===== config.mk =====
export PLATFORM = sky130hd
export DESIGN_NAME = jce_top
export DESIGN_NICKNAME = d
export VERILOG_FILES = /design/src/rtl/jce_pkg.sv /design/src/rtl/jce_tck_gen.sv /design/src/rtl/jce_wfifo.sv /design/src/rtl/jce_rfifo.sv /design/src/rtl/jce_seq.sv /design/src/rtl/jce_top.sv
export SDC_FILE = /design/constraint.sdc
export NUM_CORES = 1
export LEC_CHECK = 0
export ABC_CLOCK_PERIOD_IN_PS = 9000
export CAP_MARGIN = 20
export CELL_PAD_IN_SITES_DETAIL_PLACEMENT = 1
export CELL_PAD_IN_SITES_GLOBAL_PLACEMENT = 1
export CORE_MARGIN = 2
export CORE_UTILIZATION = 30
export CTS_CLUSTER_SIZE = 40
export DETAILED_ROUTE_END_ITERATION = 10
export HOLD_SLACK_MARGIN = 0.05
export PLACE_DENSITY_LB_ADDON = 0.1
export SLEW_MARGIN = 20
export SYNTH_ARGS = -nofsm -noshare
export SYNTH_HDL_FRONTEND = slang
export SYNTH_SLANG_ARGS = --single-unit

===== constraint.sdc =====
create_clock -name clk -period 9 [get_ports clk]
set_clock_uncertainty 0.15 [all_clocks]
set_input_delay 1.35 -clock clk [delete_from_list [all_inputs] [get_ports clk]]
set_output_delay 1.35 -clock clk [all_outputs]
set_load 0.01 [all_outputs]

===== src/rtl/jce_pkg.sv =====
package jce_pkg;

  localparam logic [2:0] A_CSR   = 3'd0;
  localparam logic [2:0] A_PORT  = 3'd1;
  localparam logic [2:0] A_DIV   = 3'd2;
  localparam logic [2:0] A_PUSH1 = 3'd4;
  localparam logic [2:0] A_PUSH2 = 3'd5;
  localparam logic [2:0] A_PUSH4 = 3'd6;

  typedef enum logic [2:0] {
    SQ_IDLE  = 3'd0,
    SQ_TMS   = 3'd1,
    SQ_LEN   = 3'd2,
    SQ_FETCH = 3'd3,
    SQ_BIT   = 3'd4
  } sq_state_t;

  typedef struct packed {
    sq_state_t   st;
    logic [5:0]  pat;
    logic        cap;
    logic [7:0]  left;
    logic [7:0]  sh;
    logic [2:0]  bidx;
    logic        ph;
    logic        tck;
    logic        tms;
    logic        tdi;
    logic [31:0] word;
    logic [4:0]  wcnt;
  } sq_regs_t;

endpackage


===== src/rtl/jce_tck_gen.sv =====
module jce_tck_gen #(
  parameter int DW = 8
) (
  input  logic          clk,
  input  logic          rst_n,
  input  logic          run,
  input  logic [DW-1:0] div,
  output logic          tick
);
  logic [DW-1:0] cnt_q, cnt_d;

  assign tick = run && (cnt_q == div);

  always_comb begin
    if (!run || tick) cnt_d = '0;
    else              cnt_d = cnt_q + 1'b1;
  end

  always_ff @(posedge clk or negedge rst_n) begin
    if (!rst_n) cnt_q <= '0;
    else        cnt_q <= cnt_d;
  end
endmodule


===== src/rtl/jce_wfifo.sv =====
module jce_wfifo #(
  parameter int DEPTH = 8,
  localparam int AW = $clog2(DEPTH),
  localparam int CW = AW + 1
) (
  input  logic          clk,
  input  logic          rst_n,
  input  logic [2:0]    push_n,
  input  logic [31:0]   push_data,
  input  logic          pop,
  output logic [7:0]    head,
  output logic          empty,
  output logic [CW-1:0] count
);
  logic [7:0]    mem [DEPTH];
  logic [AW-1:0] wp_q, wp_d, rp_q, rp_d;
  logic [CW-1:0] cnt_q, cnt_d;
  logic          accept, do_pop;

  assign empty = (cnt_q == '0);
  assign head  = mem[rp_q];
  assign count = cnt_q;

  always_comb begin
    accept = (push_n != 3'd0) && (int'(push_n) <= DEPTH - int'(cnt_q));
    do_pop = pop && !empty;
    wp_d   = accept ? wp_q + AW'(push_n) : wp_q;
    rp_d   = do_pop ? rp_q + AW'(1) : rp_q;
    cnt_d  = cnt_q + (accept ? CW'(push_n) : '0) - CW'(do_pop);
  end

  always_ff @(posedge clk) begin
    for (int k = 0; k < 4; k++) begin
      if (accept && k < int'(push_n)) mem[wp_q + AW'(k)] <= push_data[8*k +: 8];
    end
  end

  always_ff @(posedge clk or negedge rst_n) begin
    if (!rst_n) begin
      wp_q <= '0; rp_q <= '0; cnt_q <= '0;
    end else begin
      wp_q <= wp_d; rp_q <= rp_d; cnt_q <= cnt_d;
    end
  end
endmodule


===== src/rtl/jce_rfifo.sv =====
module jce_rfifo #(
  parameter int DEPTH = 4,
  parameter int W = 32,
  localparam int AW = $clog2(DEPTH),
  localparam int CW = AW + 1
) (
  input  logic         clk,
  input  logic         rst_n,
  input  logic         push,
  input  logic [W-1:0] wdata,
  input  logic         pop,
  output logic [W-1:0] rdata,
  output logic         empty
);
  logic [W-1:0]  mem [DEPTH];
  logic [AW-1:0] wp_q, wp_d, rp_q, rp_d;
  logic [CW-1:0] cnt_q, cnt_d;
  logic          do_push, do_pop;

  assign empty = (cnt_q == '0);
  assign rdata = mem[rp_q];

  always_comb begin
    do_push = push && (int'(cnt_q) < DEPTH);
    do_pop  = pop && !empty;
    wp_d    = do_push ? wp_q + AW'(1) : wp_q;
    rp_d    = do_pop ? rp_q + AW'(1) : rp_q;
    cnt_d   = cnt_q + CW'(do_push) - CW'(do_pop);
  end

  always_ff @(posedge clk) begin
    if (do_push) mem[wp_q] <= wdata;
  end

  always_ff @(posedge clk or negedge rst_n) begin
    if (!rst_n) begin
      wp_q <= '0; rp_q <= '0; cnt_q <= '0;
    end else begin
      wp_q <= wp_d; rp_q <= rp_d; cnt_q <= cnt_d;
    end
  end
endmodule


===== src/rtl/jce_seq.sv =====
module jce_seq
  import jce_pkg::*;
(
  input  logic        clk,
  input  logic        rst_n,
  input  logic [7:0]  wf_head,
  input  logic        wf_empty,
  input  logic        tick,
  input  logic        tdo,
  output logic        wf_pop,
  output logic        run,
  output logic        active,
  output logic        tck,
  output logic        tms,
  output logic        tdi,
  output logic        cap_push,
  output logic [31:0] cap_word
);
  sq_regs_t q, d;

  assign run      = (q.st == SQ_TMS) || (q.st == SQ_BIT);
  assign active   = (q.st != SQ_IDLE);
  assign tck      = q.tck;
  assign tms      = q.tms;
  assign tdi      = q.tdi;
  assign cap_word = q.word;

  always_comb begin
    d        = q;
    wf_pop   = 1'b0;
    cap_push = 1'b0;
    unique case (q.st)
      SQ_IDLE: if (!wf_empty) begin
        wf_pop = 1'b1;
        if (!wf_head[7]) begin
          if (wf_head[5:1] != 5'd0) begin
            d.pat = wf_head[5:0];
            d.tms = wf_head[0];
            d.ph  = 1'b0;
            d.st  = SQ_TMS;
          end
        end else if (wf_head[4]) begin
          d.cap = (wf_head[3:0] == 4'd4);
          d.st  = SQ_LEN;
        end
      end
      SQ_TMS: if (tick) begin
        if (!q.ph) begin
          d.tck = 1'b1;
          d.ph  = 1'b1;
        end else begin
          d.tck = 1'b0;
          d.ph  = 1'b0;
          d.pat = q.pat >> 1;
          if (d.pat == 6'd1) d.st  = SQ_IDLE;
          else               d.tms = d.pat[0];
        end
      end
      SQ_LEN: if (!wf_empty) begin
        wf_pop = 1'b1;
        d.left = {1'b0, wf_head[6:0]} + 8'd1;
        d.word = '0;
        d.wcnt = '0;
        d.st   = SQ_FETCH;
      end
      SQ_FETCH: if (!wf_empty) begin
        wf_pop = 1'b1;
        d.sh   = wf_head;
        d.tdi  = wf_head[0];
        d.tms  = (q.left == 8'd1);
        d.bidx = '0;
        d.ph   = 1'b0;
        d.st   = SQ_BIT;
      end
      SQ_BIT: if (tick) begin
        if (!q.ph) begin
          d.tck = 1'b1;
          d.ph  = 1'b1;
          if (q.cap) d.word[q.wcnt] = tdo;
        end else begin
          d.tck  = 1'b0;
          d.ph   = 1'b0;
          d.left = q.left - 8'd1;
          d.wcnt = q.wcnt + 5'd1;
          if (q.cap && (q.wcnt == 5'd31 || q.left == 8'd1)) begin
            cap_push = 1'b1;
            d.word   = '0;
          end
          if (q.left == 8'd1)      d.st = SQ_IDLE;
          else if (q.bidx == 3'd7) d.st = SQ_FETCH;
          else begin
            d.sh   = q.sh >> 1;
            d.tdi  = q.sh[1];
            d.tms  = (q.left == 8'd2);
            d.bidx = q.bidx + 3'd1;
          end
        end
      end
      default: d.st = SQ_IDLE;
    endcase
  end

  always_ff @(posedge clk or negedge rst_n) begin
    if (!rst_n) q <= '0;
    else        q <= d;
  end
endmodule


===== src/rtl/jce_top.sv =====
module jce_top
  import jce_pkg::*;
#(
  parameter int NPORTS   = 8,
  parameter int WF_DEPTH = 8,
  parameter int RF_DEPTH = 4,
  parameter int DIV_W    = 8,
  localparam int WCW     = $clog2(WF_DEPTH) + 1
) (
  input  logic              clk,
  input  logic              rst_n,
  input  logic              bus_wr,
  input  logic              bus_rd,
  input  logic [2:0]        bus_addr,
  input  logic [31:0]       bus_wdata,
  output logic [31:0]       bus_rdata,
  output logic [NPORTS-1:0] chain_tck_o,
  output logic [NPORTS-1:0] chain_tms_o,
  output logic [NPORTS-1:0] chain_tdi_o,
  input  logic [NPORTS-1:0] chain_tdo_i,
  output logic              tap_trst_n_o
);
  logic [NPORTS-1:0] en_q, en_d;
  logic [DIV_W-1:0]  div_q, div_d;
  logic              trst_q, trst_d;
  logic [31:0]       rdata_q, rdata_d;
  logic [2:0]        push_n, occ;
  logic [WCW-1:0]    wf_count;
  logic [7:0]        wf_head;
  logic              wf_empty, wf_pop, tick, run, active;
  logic              tck, tms, tdi, tdo, cap_push, rf_pop, rf_empty;
  logic [31:0]       cap_word, rf_rdata;

  always_comb begin
    push_n = 3'd0;
    if (bus_wr) begin
      if      (bus_addr == A_PUSH1) push_n = 3'd1;
      else if (bus_addr == A_PUSH2) push_n = 3'd2;
      else if (bus_addr == A_PUSH4) push_n = 3'd4;
    end
    rf_pop = bus_rd && (bus_addr == A_PUSH4);
    occ    = (int'(wf_count) > 7) ? 3'd7 : 3'(wf_count);

    en_d   = en_q;
    div_d  = div_q;
    trst_d = trst_q;
    if (bus_wr && bus_addr == A_PORT && $onehot0(bus_wdata[NPORTS-1:0]))
      en_d = bus_wdata[NPORTS-1:0];
    if (bus_wr && bus_addr == A_DIV) div_d = bus_wdata[DIV_W-1:0];
    if (bus_wr && bus_addr == A_CSR) trst_d = bus_wdata[1];

    unique case (bus_addr)
      A_CSR:   rdata_d = {active, occ, 26'd0, trst_q, 1'b0};
      A_PORT:  rdata_d = 32'(en_q);
      A_DIV:   rdata_d = 32'(div_q);
      A_PUSH4: rdata_d = rf_empty ? 32'd0 : rf_rdata;
      default: rdata_d = 32'd0;
    endcase
  end

  always_ff @(posedge clk or negedge rst_n) begin
    if (!rst_n) begin
      en_q <= '0; div_q <= '0; trst_q <= 1'b0; rdata_q <= '0;
    end else begin
      en_q   <= en_d;
      div_q  <= div_d;
      trst_q <= trst_d;
      if (bus_rd) rdata_q <= rdata_d;
    end
  end

  jce_wfifo #(.DEPTH(WF_DEPTH)) u_wfifo (
    .clk, .rst_n, .push_n, .push_data(bus_wdata), .pop(wf_pop),
    .head(wf_head), .empty(wf_empty), .count(wf_count)
  );

  jce_tck_gen #(.DW(DIV_W)) u_tck (
    .clk, .rst_n, .run, .div(div_q), .tick
  );

  jce_seq u_seq (
    .clk, .rst_n, .wf_head, .wf_empty, .tick, .tdo, .wf_pop, .run, .active,
    .tck, .tms, .tdi, .cap_push, .cap_word
  );

  jce_rfifo #(.DEPTH(RF_DEPTH), .W(32)) u_rfifo (
    .clk, .rst_n, .push(cap_push), .wdata(cap_word), .pop(rf_pop),
    .rdata(rf_rdata), .empty(rf_empty)
  );

  assign tdo          = |(chain_tdo_i & en_q);
  assign chain_tck_o  = tck ? en_q : '0;
  assign chain_tms_o  = tms ? en_q : '0;
  assign chain_tdi_o  = tdi ? en_q : '0;
  assign tap_trst_n_o = !trst_q;
  assign bus_rdata    = rdata_q;
endmodule


==> impl_summary.log <==
INFO  metric outcome = completed
INFO  metric numPlacedInstances = 2,339
INFO  metric drt_first_pass_iters = 5
INFO  metric irDropWorstVdd = 0.2281 mV
INFO  metric holdPathEnd = bus_rdata[3]$_DFFE_PN0P_
INFO  metric nNetsFinal = 1,701
INFO  metric r2r_end = u_wfifo.mem[6][1]$_DFFE_PP_
INFO  metric min_period = ~5.6 ns
INFO  metric crit_start = bus_addr[1]
INFO  metric setup_repair_after_global_routing_missed_its_margin = false
INFO  metric ctsRootBufferMaster = sky130_fd_sc_hd__clkbuf_16
INFO  metric numClockSinks = 334
INFO  metric critical_path.max_fanout = 46
INFO  metric worst_ep_required_time = 9.17 ns
INFO  metric post_synth_instance_area = around 0.018 mm^2
INFO  metric flow.area_growth_from_synthesis = 17.47%
INFO  metric crit_path_start_kind = input port
INFO  metric reg2reg_depth = 8
INFO  metric clock_latency = 0.60 ns
INFO  metric synthesis.yosys.warnings = 0
INFO  metric critPathCaptureType = flip-flop
INFO  metric setup_viol = 0
INFO  metric worst_hold_path_type = flip-flop to flip-flop
INFO  metric die_area = ~0.061 mm^2
INFO  metric post_cts.repair.setup_buffers = 0
INFO  metric routed-via-count = 13,050
INFO  metric ys_seq_area_share = 52.20%
INFO  metric synth_top_flop_cell = sky130_fd_sc_hd__edfxtp_1
INFO  metric post_synth_num_cell_types = 88
INFO  metric power_per_cell_area = 289.6 mW/mm^2
INFO  metric gr-total-overflow = 0
INFO  metric edff_count_synth = 192
INFO  metric maxSlewViolCount = 0
INFO  metric rows = 89
INFO  metric grt_pass1_vias = 13,450
INFO  metric drt_wl_total = 62.57 mm
INFO  metric die_y = 247.9 um
INFO  metric syn-num-nets = 1,632
INFO  metric track_usage = 20.62%
INFO  metric start_util = 30.31%
INFO  metric fin_setup_tns = 0 ns
INFO  metric floorplan.io_pins = 104
INFO  metric cts_max_path_buffers = 3
INFO  metric holdBufCountCts = 0
INFO  metric post_synth_inst_count = 1,542
INFO  metric post_cts_resized = 0
INFO  metric clkSlewWorstSetupHoldPaths = ~0.060 ns
INFO  metric relSlewSlack = between 30% and 40%
INFO  metric tritoncts = built
INFO  metric fin_ws = about 3.4 ns
INFO  metric drt_drc_violations_left = 0
INFO  metric hold_path_cell_cnt = 1
INFO  metric power_leakage = 7.916 nW
INFO  metric area_of_the_placeable_core = 0.05891 mm^2
INFO  metric grt_antenna_before_repair = 2
INFO  metric route.antenna.remaining_nets = 0
INFO  metric dp.final_hpwl = about 44 mm
INFO  metric hold_ws = 0.3565 ns
INFO  metric cp_data_arrival_time = 5.79 ns
INFO  metric ff2ff_setup_slack = 4.59 ns
INFO  metric clock_buffers_created_by_tritoncts = 42
INFO  metric drt-wirelength-per-cell = between 20 and 30 um
INFO  metric finalNonFillerCells = 2,418
INFO  metric post-layout-total-power = between 6 and 7 mW
INFO  metric grt_pass1_wl = 92.54 mm
INFO  metric chipWidth = 247.9 um
INFO  metric fill_cells = 6,305
INFO  metric post-route-period-util = 62.39%
INFO  metric regToRegStartpoint = u_wfifo.wp_q[0]$_DFFE_PN0N_
INFO  metric synth_area_per_cell = 11.58 um^2
INFO  metric gp_congestion = between 0.9 and 1
INFO  metric yosysTopAreaCellShare = roughly 32%
INFO  metric h_tree_depth_reported_by_cts = 2
INFO  metric min-delay-start = bus_rdata[3]$_DFFE_PN0P_
INFO  metric ys_async_sr_fraction = a little over two fifths
INFO  metric area_contributors_post_synth = sky130_fd_sc_hd__edfxtp_1, sky130_fd_sc_hd__dfrtp_1, sky130_fd_sc_hd__mux4_2, sky130_fd_sc_hd__mux2i_1, sky130_fd_sc_hd__nand2_1
INFO  metric fmaxAchievable = 178.1 MHz
INFO  metric worst-setup-path-type = input port to flip-flop
INFO  metric grt_max_degree = 76
INFO  metric synth_seq_cells = 334
INFO  metric yosys.area.top_type = sky130_fd_sc_hd__edfxtp_1
INFO  metric vias_per_inst = 5.398
INFO  metric timing_worst_slew_pin_value = 0.9595 ns
INFO  metric cap_viol_max_count = 0
INFO  metric drt-initial-drc-count = approximately 940
INFO  metric place_ws = between 2 and 3 ns
INFO  metric place.port_buffers = 103
INFO  metric timing_hold_violations_final = 0
INFO  metric drive_gt1_share = 12.59%
==> cells in the mapped netlist, types with 26 or more instances <==
library cell               instances
sky130_fd_sc_hd__nand3_1          71
sky130_fd_sc_hd__o21ai_0          85
sky130_fd_sc_hd__inv_1            59
sky130_fd_sc_hd__nor3_1           38
sky130_fd_sc_hd__nand2_1         129
sky130_fd_sc_hd__a21oi_1          74
sky130_fd_sc_hd__ha_1             36
sky130_fd_sc_hd__clkbuf_1         56
sky130_fd_sc_hd__mux4_2           45
sky130_fd_sc_hd__dfrtp_1         142
sky130_fd_sc_hd__nor2_1           87
sky130_fd_sc_hd__edfxtp_1        192
sky130_fd_sc_hd__mux2_2           26
sky130_fd_sc_hd__o22ai_1          28
sky130_fd_sc_hd__and2_1           36
sky130_fd_sc_hd__buf_2            26
sky130_fd_sc_hd__mux2i_1          71
==> routing by layer <==
metal | vias to the layer above | GRT usage, % | share of wire (%)
li1 | 5893 | - | -
met1 | 6712 | 31.38 | 50
met2 | 363 | 29.85 | 42
met3 | 82 | 3.925 | 5.7
met4 | 2 | 5.143 | 2.1
met5 | - | 0 | 0.021
==> through the flow <==
step,utilization (%),instance area (um^2)
after CTS,35.58,20960
after global routing,35.60,20970
final,35.60,20970
after detailed placement,33.28,19610
after floorplan,-,17850
after global placement,33.28,19610
==> final cells by class <==
| type | instances | area, um^2 | area share, % |
|---|---|---|---|
| diodes | 1 | 2.502 | 0.01193 |
| clock buffers | 57 | 1147 | 5.471 |
| clock inverters | 20 | 209.0 | 0.9964 |
| inverters | 60 | 225.2 | 1.074 |
| multi-input cells | 1041 | 7850 | 37.43 |
| flip-flops and latches | 334 | 9320 | 44.44 |
| well taps | 773 | 967.2 | 4.612 |
| repair buffers | 132 | 1250 | 5.960 |
==> cells in the final DEF, fill, tap and decap left out, types with 11 or more instances in the layout <==
cell type and n:
sky130_fd_sc_hd__mux2_2 26, sky130_fd_sc_hd__a22o_1 25, sky130_fd_sc_hd__mux4_2 45, sky130_fd_sc_hd__clkdlybuf4s50_1 102, sky130_fd_sc_hd__o21a_1 17, sky130_fd_sc_hd__clkbuf_16 42
sky130_fd_sc_hd__dfrtp_1 141, sky130_fd_sc_hd__o22ai_1 28, sky130_fd_sc_hd__ha_1 36, sky130_fd_sc_hd__nor3_1 36, sky130_fd_sc_hd__nor2_1 87, sky130_fd_sc_hd__inv_1 59
sky130_fd_sc_hd__and3_1 12, sky130_fd_sc_hd__edfxtp_1 192, sky130_fd_sc_hd__buf_4 29, sky130_fd_sc_hd__a21oi_1 74, sky130_fd_sc_hd__xor2_1 20, sky130_fd_sc_hd__clkbuf_1 11
sky130_fd_sc_hd__a31oi_1 14, sky130_fd_sc_hd__mux2i_1 71, sky130_fd_sc_hd__nand2_1 129, sky130_fd_sc_hd__o21ai_0 85, sky130_fd_sc_hd__a211oi_1 20, sky130_fd_sc_hd__nand3_1 71
sky130_fd_sc_hd__xnor2_1 21, sky130_fd_sc_hd__a22oi_1 16, sky130_fd_sc_hd__or3_1 12, sky130_fd_sc_hd__and2_1 36
==> logic make-up after synthesis <==
kind of cell / share of synthesized area (%)
XOR/XNOR: 2.103
multiplexers: 12.89
AND/OR/NAND/NOR: 12.55
adder cells (fa/ha/maj): 3.308
buffers and inverters: 3.918
flip-flops: 52.20
AO/OA/AOI/OAI: 13.04
==> power by group <==
group	leakage (nW)	internal, mW	switching (mW)
logic	3.64	0.943	1.38
clock network	0.642	0.963	0.704
registers	3.64	1.80	0.283
total	7.92	3.70	2.37
==> registers in the layout (all words and copies together), names as in the netlist <==
name            cells
en_q                8
u_rfifo.cnt_q       3
u_seq.tms           1
u_seq.tck           1
div_q               8
bus_rdata          32
trst_q              1
u_rfifo.mem       128
u_wfifo.mem        64
u_wfifo.rp_q        3
u_seq.cap_word     32
u_seq.q            34
u_rfifo.rp_q        2
u_tck.cnt_q         8
u_rfifo.wp_q        2
u_wfifo.count       4
u_wfifo.wp_q        3
==> worst max-delay path by stage <==
stage                                  end
3_3_place_gp           en_q[4]$_DFFE_PN0P_
2_1_floorplan   u_wfifo.count[3]$_DFF_PN0_
6_report       u_wfifo.mem[0][1]$_DFFE_PP_
4_1_cts                en_q[4]$_DFFE_PN0P_
3_5_place_dp           en_q[1]$_DFFE_PN0P_
5_1_grt        u_wfifo.mem[6][3]$_DFFE_PP_
==> critical path: stages <==
cell,delay [ns]
sky130_fd_sc_hd__clkdlybuf4s50_1,0.71
sky130_fd_sc_hd__nor2b_1,0.18
sky130_fd_sc_hd__buf_4,0.20
sky130_fd_sc_hd__nand2_1,0.19
sky130_fd_sc_hd__inv_1,0.26
sky130_fd_sc_hd__ha_1,0.30
sky130_fd_sc_hd__and3b_1,0.19
sky130_fd_sc_hd__o21a_1,0.32
sky130_fd_sc_hd__a211oi_2,0.23
sky130_fd_sc_hd__buf_4,0.36
sky130_fd_sc_hd__inv_2,0.42
sky130_fd_sc_hd__a21oi_2,0.42
sky130_fd_sc_hd__a211oi_1,0.10
sky130_fd_sc_hd__a311oi_1,0.53
(Power assumes the default switching activity.)
